==> src/rtl/pic_pkg.sv <==
package pic_pkg;
   localparam int BYTE_W = 8;
   localparam int CASC_ID_W = 3;

   typedef logic [BYTE_W-1:0] byte_t;

   typedef enum logic [1:0] {
      CFG_IDLE,
      CFG_BASE,
      CFG_CASC,
      CFG_MODE
   } cfg_state_e;

   typedef struct packed {
      byte_t base;   // low index bits held at zero
      byte_t casc;   // master: slave map, slave: identity in [2:0]
      logic  aeoi;   // automatic retirement on acknowledge
   } cfg_t;

   localparam logic [4:0] CMD_EOI_HI = 5'b01100;
endpackage

==> src/rtl/pic_regif.sv <==
module pic_regif
   import pic_pkg::*;
#(
   parameter int         LINES    = 8,
   parameter logic [7:0] RST_BASE = 8'h00
)(
   input  logic             clk,
   input  logic             rst_n,
   input  logic             wr_en,
   input  logic             addr_odd,
   input  byte_t            wdata,
   output cfg_t             cfg,
   output logic [LINES-1:0] imr,
   output logic             rd_isr_sel,
   output logic             init_start,
   output logic             eoi_valid,
   output logic [2:0]       eoi_idx
);
   localparam int IDX_W = $clog2(LINES);
   localparam byte_t BASE_KEEP = byte_t'(~((1 << IDX_W) - 1));

   cfg_state_e state_q;
   logic       even_wr, odd_wr, sel_wr;

   assign even_wr    = wr_en && !addr_odd;
   assign odd_wr     = wr_en && addr_odd;
   assign init_start = even_wr && wdata[4];
   assign eoi_valid  = even_wr && (wdata[7:3] == CMD_EOI_HI) &&
                       (int'(wdata[2:0]) < LINES);
   assign eoi_idx    = wdata[2:0];
   assign sel_wr     = even_wr && (wdata[7:5] == 3'b000) &&
                       (wdata[4:3] == 2'b01) && wdata[1];

   always_ff @(posedge clk or negedge rst_n) begin
      if (!rst_n) begin
         state_q    <= CFG_IDLE;
         cfg.base   <= RST_BASE & BASE_KEEP;
         cfg.casc   <= '0;
         cfg.aeoi   <= 1'b0;
         imr        <= '1;
         rd_isr_sel <= 1'b0;
      end else begin
         if (init_start) begin
            state_q    <= CFG_BASE;
            rd_isr_sel <= 1'b0;
         end else if (sel_wr) begin
            rd_isr_sel <= wdata[0];
         end

         if (odd_wr) begin
            unique case (state_q)
               CFG_BASE: begin
                  cfg.base <= wdata & BASE_KEEP;
                  state_q  <= CFG_CASC;
               end
               CFG_CASC: begin
                  cfg.casc <= wdata;
                  state_q  <= CFG_MODE;
               end
               CFG_MODE: begin
                  if (wdata[0]) begin
                     cfg.aeoi <= wdata[1];
                     state_q  <= CFG_IDLE;
                  end
               end
               default: imr <= wdata[LINES-1:0];
            endcase
         end
      end
   end
endmodule

==> src/rtl/pic_prio.sv <==
module pic_prio #(
   parameter int LINES = 8
)(
   input  logic [LINES-1:0]         pend,
   input  logic [LINES-1:0]         isr,
   output logic [LINES-1:0]         elig,
   output logic                     int_req,
   output logic                     win_any,
   output logic [$clog2(LINES)-1:0] win_idx
);
   localparam int IDX_W = $clog2(LINES);

   // a line may interrupt only when nothing of equal or higher rank is in service
   for (genvar gi = 0; gi < LINES; gi++) begin : g_line
      assign elig[gi] = pend[gi] & ~(|isr[gi:0]);
   end

   assign int_req = |elig;
   assign win_any = |elig;

   always_comb begin
      win_idx = '0;
      for (int i = LINES - 1; i >= 0; i--) begin
         if (elig[i]) win_idx = IDX_W'(i);
      end
   end
endmodule

==> src/rtl/pic_service.sv <==
module pic_service
   import pic_pkg::*;
#(
   parameter int LINES       = 8,
   parameter int SYNC_STAGES = 1
)(
   input  logic                     clk,
   input  logic                     rst_n,
   input  logic [LINES-1:0]         irq_lines,
   input  logic                     is_master,
   input  logic                     ack,
   input  logic                     casc_sel_valid_in,
   input  logic [CASC_ID_W-1:0]     casc_sel_id_in,
   input  cfg_t                     cfg,
   input  logic                     init_start,
   input  logic                     eoi_valid,
   input  logic [2:0]               eoi_idx,
   input  logic                     win_any,
   input  logic [$clog2(LINES)-1:0] win_idx,
   output logic [LINES-1:0]         irr_q,
   output logic [LINES-1:0]         isr_q,
   output logic                     vec_valid,
   output byte_t                    vec_out,
   output logic                     casc_sel_valid_out,
   output logic [CASC_ID_W-1:0]     casc_sel_id_out
);
   localparam int IDX_W = $clog2(LINES);
   localparam logic [IDX_W-1:0] SPUR_IDX = IDX_W'(LINES - 1);

   logic [LINES-1:0] lines_s, isr_d;
   logic             slave_hit, take, to_slave, give_vec;
   logic [IDX_W-1:0] vec_idx;

   if (SYNC_STAGES == 2) begin : g_sync2
      logic [LINES-1:0] meta_q;
      always_ff @(posedge clk or negedge rst_n) begin
         if (!rst_n) meta_q <= '0;
         else        meta_q <= irq_lines;
      end
      assign lines_s = meta_q;
   end else begin : g_sync1
      assign lines_s = irq_lines;
   end

   assign slave_hit = !is_master && casc_sel_valid_in &&
                      (casc_sel_id_in == cfg.casc[CASC_ID_W-1:0]);
   assign take      = ack && (is_master || slave_hit);
   assign to_slave  = is_master && ack && win_any && cfg.casc[win_idx];
   assign give_vec  = take && !to_slave;
   assign vec_idx   = win_any ? win_idx : SPUR_IDX;

   assign casc_sel_valid_out = to_slave;
   assign casc_sel_id_out    = CASC_ID_W'(win_idx);

   always_comb begin
      isr_d = isr_q;
      if (take && win_any && !cfg.aeoi) isr_d[win_idx] = 1'b1;
      if (eoi_valid) isr_d[eoi_idx[IDX_W-1:0]] = 1'b0;
      if (init_start) isr_d = '0;
   end

   always_ff @(posedge clk or negedge rst_n) begin
      if (!rst_n) begin
         irr_q     <= '0;
         isr_q     <= '0;
         vec_valid <= 1'b0;
         vec_out   <= '0;
      end else begin
         irr_q     <= lines_s;
         isr_q     <= isr_d;
         vec_valid <= give_vec;
         if (give_vec) vec_out <= cfg.base | byte_t'(vec_idx);
      end
   end
endmodule

==> src/rtl/prio_irq_ctrl.sv <==
module prio_irq_ctrl
   import pic_pkg::*;
#(
   parameter int         LINES       = 8,
   parameter int         SYNC_STAGES = 1,
   parameter logic [7:0] RST_BASE    = 8'h00
)(
   input  logic        clk,
   input  logic        rst_n,
   input  logic        is_master,
   input  logic        bus_addr,
   input  logic        bus_wr,
   input  logic [7:0]  bus_wdata,
   output logic [7:0]  bus_rdata,
   input  logic [7:0]  irq_lines,
   output logic        int_out,
   input  logic        ack,
   output logic        vec_valid,
   output logic [7:0]  vec_out,
   input  logic        casc_sel_valid_in,
   input  logic [2:0]  casc_sel_id_in,
   output logic        casc_sel_valid_out,
   output logic [2:0]  casc_sel_id_out
);
   localparam int IDX_W = $clog2(LINES);

   if (!(LINES == 2 || LINES == 4 || LINES == 8)) begin : g_bad_lines
      $error("prio_irq_ctrl: LINES must be 2, 4 or 8");
   end
   if (!(SYNC_STAGES == 1 || SYNC_STAGES == 2)) begin : g_bad_sync
      $error("prio_irq_ctrl: SYNC_STAGES must be 1 or 2");
   end

   cfg_t             cfg;
   logic [LINES-1:0] imr_q, irr_q, isr_q, elig;
   logic             rd_isr_sel, init_start, eoi_valid, win_any, aeoi_on;
   logic [2:0]       eoi_idx;
   logic [IDX_W-1:0] win_idx;

   pic_regif #(.LINES(LINES), .RST_BASE(RST_BASE)) u_regif (
      .clk        (clk),
      .rst_n      (rst_n),
      .wr_en      (bus_wr),
      .addr_odd   (bus_addr),
      .wdata      (bus_wdata),
      .cfg        (cfg),
      .imr        (imr_q),
      .rd_isr_sel (rd_isr_sel),
      .init_start (init_start),
      .eoi_valid  (eoi_valid),
      .eoi_idx    (eoi_idx)
   );

   pic_prio #(.LINES(LINES)) u_prio (
      .pend    (irr_q[LINES-1:0] & ~imr_q),
      .isr     (isr_q),
      .elig    (elig),
      .int_req (int_out),
      .win_any (win_any),
      .win_idx (win_idx)
   );

   pic_service #(.LINES(LINES), .SYNC_STAGES(SYNC_STAGES)) u_service (
      .clk                (clk),
      .rst_n              (rst_n),
      .irq_lines          (irq_lines[LINES-1:0]),
      .is_master          (is_master),
      .ack                (ack),
      .casc_sel_valid_in  (casc_sel_valid_in),
      .casc_sel_id_in     (casc_sel_id_in),
      .cfg                (cfg),
      .init_start         (init_start),
      .eoi_valid          (eoi_valid),
      .eoi_idx            (eoi_idx),
      .win_any            (win_any),
      .win_idx            (win_idx),
      .irr_q              (irr_q),
      .isr_q              (isr_q),
      .vec_valid          (vec_valid),
      .vec_out            (vec_out),
      .casc_sel_valid_out (casc_sel_valid_out),
      .casc_sel_id_out    (casc_sel_id_out)
   );

   assign aeoi_on   = cfg.aeoi;
   assign bus_rdata = bus_addr   ? 8'(imr_q) :
                      rd_isr_sel ? 8'(isr_q) : 8'(irr_q);
endmodule

==> config.mk <==
export PLATFORM = sky130hd
export DESIGN_NAME = prio_irq_ctrl
export DESIGN_NICKNAME = d
export VERILOG_FILES = /design/src/rtl/pic_pkg.sv /design/src/rtl/pic_regif.sv /design/src/rtl/pic_prio.sv /design/src/rtl/pic_service.sv /design/src/rtl/prio_irq_ctrl.sv
export SDC_FILE = /design/constraint.sdc
export NUM_CORES = 1
export LEC_CHECK = 0
export ABC_AREA = 1
export BUFFER_PORTS_ARGS = -buffer_cell sky130_fd_sc_hd__buf_2
export CORE_UTILIZATION = 40
export DETAILED_ROUTE_END_ITERATION = 8
export HOLD_SLACK_MARGIN = 0.05
export PLACE_DENSITY = 0.73
export SYNTH_ARGS = -nofsm -noshare
export SYNTH_HDL_FRONTEND = slang
export SYNTH_SLANG_ARGS = --single-unit
==> constraint.sdc <==
create_clock -name clk -period 1.83 [get_ports clk]
set_input_delay 0 -clock clk [delete_from_list [all_inputs] [get_ports clk]]
set_output_delay 0 -clock clk [all_outputs]
set_load 0.02 [all_outputs]
==> results.sh <==
export IMPL_synth_top_family_by_area="simple AND/OR/NAND/NOR gates"
export IMPL_clockBufferDepth=2
export IMPL_core_region_area_mm2=0.00606
export IMPL_cts_tree="done"
export IMPL_post_route_drc_count=0
export IMPL_p_leak_nw=1.77
export IMPL_hp_class="input pin to register"
export IMPL_critical_path_top_delay_family="simple AND/OR/NAND/NOR gates"
export IMPL_htreeDepth=2
export IMPL_fin_nets=439
export IMPL_row_count=28
export IMPL_via_per_inst=5.37
export IMPL_worstSetupPathType="register to output pin"
export IMPL_grt_max_degree=19
export IMPL_timing_rr_start="u_service.isr_q[0]$_DFF_PN0_"
export IMPL_rsz0062_at_grt="yes"
export IMPL_ant_nets=0
export IMPL_grt_pass1_vias=2425
export IMPL_syn_area_mm2=0.00258
export IMPL_drt_total_wl_um=7450
export IMPL_timing_fmax_ghz=0.483
export IMPL_io_buffers=47
export IMPL_power_density_mw_per_mm2=1750
export IMPL_drt_first_pass_iters=5
export IMPL_hold_viol=0
export IMPL_ir_drop_mv=1.11
export IMPL_worstPathRequired_ns=1.83
export IMPL_start_util=0.426
export IMPL_status="finished, violations left"
export IMPL_globalplace_congestion=0.888
export IMPL_cts_sinks=50
export IMPL_dieArea_mm2=0.00678
export IMPL_reg2reg_to="u_service.vec_out[3]$_DFFE_PN0P_"
export IMPL_setup_ws_ns=-0.238
export IMPL_overflow=0
export IMPL_vias=2626
export IMPL_synth_xor_area_frac=0.00678
export IMPL_ff2ff_path_depth=14
export IMPL_yosys_area_share_simple=0.290
export IMPL_seq_area_frac_synth=0.488
export IMPL_ys_seq_elements=50
export IMPL_synthTopCellsByArea="dfrtp_1 41%, nand2_1 11%, dfstp_2 8.1%, o21ai_0 7.0%, inv_1 6.0%"
export IMPL_drt_iter0_markers=218
export IMPL_finalPower_mw=6.31
export IMPL_fp_dieW_um=82.4
export IMPL_syn_area_per_cell_um2=8.12
export IMPL_cts_made_buffers=5
export IMPL_crit_path_end="casc_sel_valid_out"
export IMPL_cp_num_buf_inv=4
export IMPL_synth_most_common_cell="nand2_1"
export IMPL_die_h_um=82.4
export IMPL_cp_slowest_cell="dfrtp_1"
export IMPL_finalCritPeriodShare=1.13
export IMPL_ios=48
export IMPL_synth_async_reset_ratio=1.00
export IMPL_place_inst=457
export IMPL_endpoint_kind="output pin"
export IMPL_synthCells=318
export IMPL_hold_ws_ns=0.0633
export IMPL_syn_to_final_growth_pct=39.6
export IMPL_regToRegSetupSlack_ns=-0.19
export IMPL_setup_viol=18
export IMPL_muxShareOfSynthArea=0
export IMPL_avgRoutedWirePerCell_um=15.2
export IMPL_fin_cells=489
export IMPL_synthFlopType="dfrtp_1"
export IMPL_arrival_ns=2.07
export IMPL_ys_warn_count=0
export IMPL_period_minus_slack_ns=2.07
export IMPL_cpMostUsedCell="nor2_4"
export IMPL_cp_depth=13
export IMPL_fin_skew_ns=0.0101
export IMPL_synth_fa_ha_area_frac=0
export IMPL_max_cap_violations=0
export IMPL_synth_top_area_cell="dfrtp_1"
export IMPL_synth_edf_count=0
export IMPL_clockRootBuffer="clkbuf_8"
export IMPL_violations="setup timing"
export IMPL_ys_top_cells_by_count="77 x nand2_1, 42 x dfrtp_1, 41 x inv_1"
export IMPL_grt_pass1_wl_um=11500
export IMPL_crit_path_max_fanout=6
export IMPL_antenna_cells=0
export IMPL_track_usage=0.229
export IMPL_yosys_area_top_type_share=0.407
export IMPL_grt_antenna_before_repair=0
export IMPL_tightest_slew_ns=0.532
export IMPL_synth_compound_area_frac=0.145
export IMPL_drv_slew=0
export IMPL_cpPeakStageDelay_ns=0.42
export IMPL_synth_distinct_cells=29
export IMPL_synth_nets=344
export IMPL_slew_headroom=0.646
export IMPL_insertion_delay_ns=0.31
export IMPL_cp_cell_sequence="nor2_4, buf_4, nand3_2, nand2_2, nor2_4, nand4_1, nand2_2, nand2_4, inv_4, nor2_4, nand3_4, inv_2, buf_6"
export IMPL_clk_pin_slew_ns=0.10
export IMPL_hpwl_um=5070
export IMPL_crit_start="u_service.isr_q[0]$_DFF_PN0_"
export IMPL_drive_gt1_frac=0.370
export IMPL_startpoint_type="register"
==> area by class of cell <==
class                   instances  area [um2]
well taps                      75        93.8
fillers                       521        2450
repair buffers                 92         634
multi-input cells             221        1340
clock buffers                   5        68.8
flip-flops and latches         50        1260
clock inverters                 3        43.8
inverters                      43         164
==> report_power, final <==
part	switching, mW	total (mW)	leakage (nW)	internal [mW]
clock	0.395	0.805	0.0585	0.411
combinational	2.21	3.66	1.10	1.45
sequential	0.299	1.84	0.613	1.54
==> cells in the final DEF, fill, tap and decap left out, types with 4 or more instances in the layout <==
cell,synthesis,final
a21oi_1,11,6
a21oi_2,1,5
buf_2,0,45
buf_4,0,27
buf_6,0,5
clkbuf_8,0,5
dfrtp_1,42,42
dfstp_2,8,8
dlygate4sd3_1,0,15
inv_1,41,37
inv_2,1,4
nand2_1,77,69
nand2_2,6,13
nand3_1,27,14
nand3_2,3,14
nand3b_1,4,4
nor2_1,13,12
nor2_4,3,7
nor3_2,0,4
nor4_1,4,4
o211ai_1,9,9
o21ai_0,36,36
==> stage by stage <==
stage               cell area [um2]  worst slack (ns)  TNS, ns  utilization
floorplan                      2580          -0.00497  -0.0397            -
global placement               3060           -0.0536   -0.322        0.505
detailed placement             3060           -0.0899   -0.698        0.505
CTS                            3480            -0.199    -1.54        0.574
global route                   3610            -0.335    -4.51        0.595
finish                         3610            -0.238    -2.24        0.595
==> registers in the layout, summed over array words and instances (netlist names) <==
register             count
u_regif.cfg             14
u_service.irr_q          8
u_regif.imr              8
u_service.vec_out        8
u_regif.state_q          2
u_regif.rd_isr_sel       1
u_service.vec_valid      1
u_service.isr_q          8
==> repair_timing <==
item / CTS / global route
hold buffers: 15 / 0
endpoints found under the setup margin: 12 / 21
pin swaps: 19 / 22
endpoints found under the hold margin: 62 / 0
setup buffers: 6 / 5
gates resized for setup: 28 / 26
cloned: 1 / 0
==> logic make-up (layout without fill, tap and decap cells) <==
group                  after synthesis  count (layout)
AND/OR/NAND/NOR                    154             154
AO/OA/AOI/OAI                       64              65
flip-flops                          50              50
buffers and inverters               48             143
XOR/XNOR                             2               2
==> worst register-to-register path, cell delays in order, from the launching register on <==
cell     delay, ns
dfrtp_1       0.42
nor2_4        0.17
buf_4         0.15
nand3_2       0.10
nand2_2       0.16
nor2_4        0.08
nand4_1       0.12
nand2_2       0.09
nand2_4       0.10
inv_4         0.04
nor2_4        0.11
nand3_4       0.08
buf_4         0.19
nand3_1       0.07
nand2_1       0.05
==> layer usage <==
metal | up-vias | wire (um) | track usage | part of all wire
met5 | - | 0 | 0 | 0
met4 | 0 | 152 | 0.0772 | 0.020
met3 | 12 | 314 | 0.0396 | 0.042
met2 | 80 | 3690 | 0.365 | 0.49
met1 | 1292 | 3300 | 0.313 | 0.44
li1 | 1242 | - | - | -
==> worst min-delay path by stage <==
stage	cells past startpoint	from	endpoint
global placement	1	rst_n	u_service.irr_q[5]$_DFF_PN0_
finish	3	bus_wdata[6]	u_regif.cfg[7]$_DFFE_PN0P_
global route	3	bus_wdata[7]	u_regif.imr[7]$_DFFE_PN1P_
floorplan	0	rst_n	u_regif.cfg[0]$_DFFE_PN0P_
detailed placement	1	rst_n	u_service.irr_q[6]$_DFF_PN0_
CTS	4	bus_wr	u_regif.state_q[1]$_DFF_PN0_
Power figures use the tool's default switching activity.
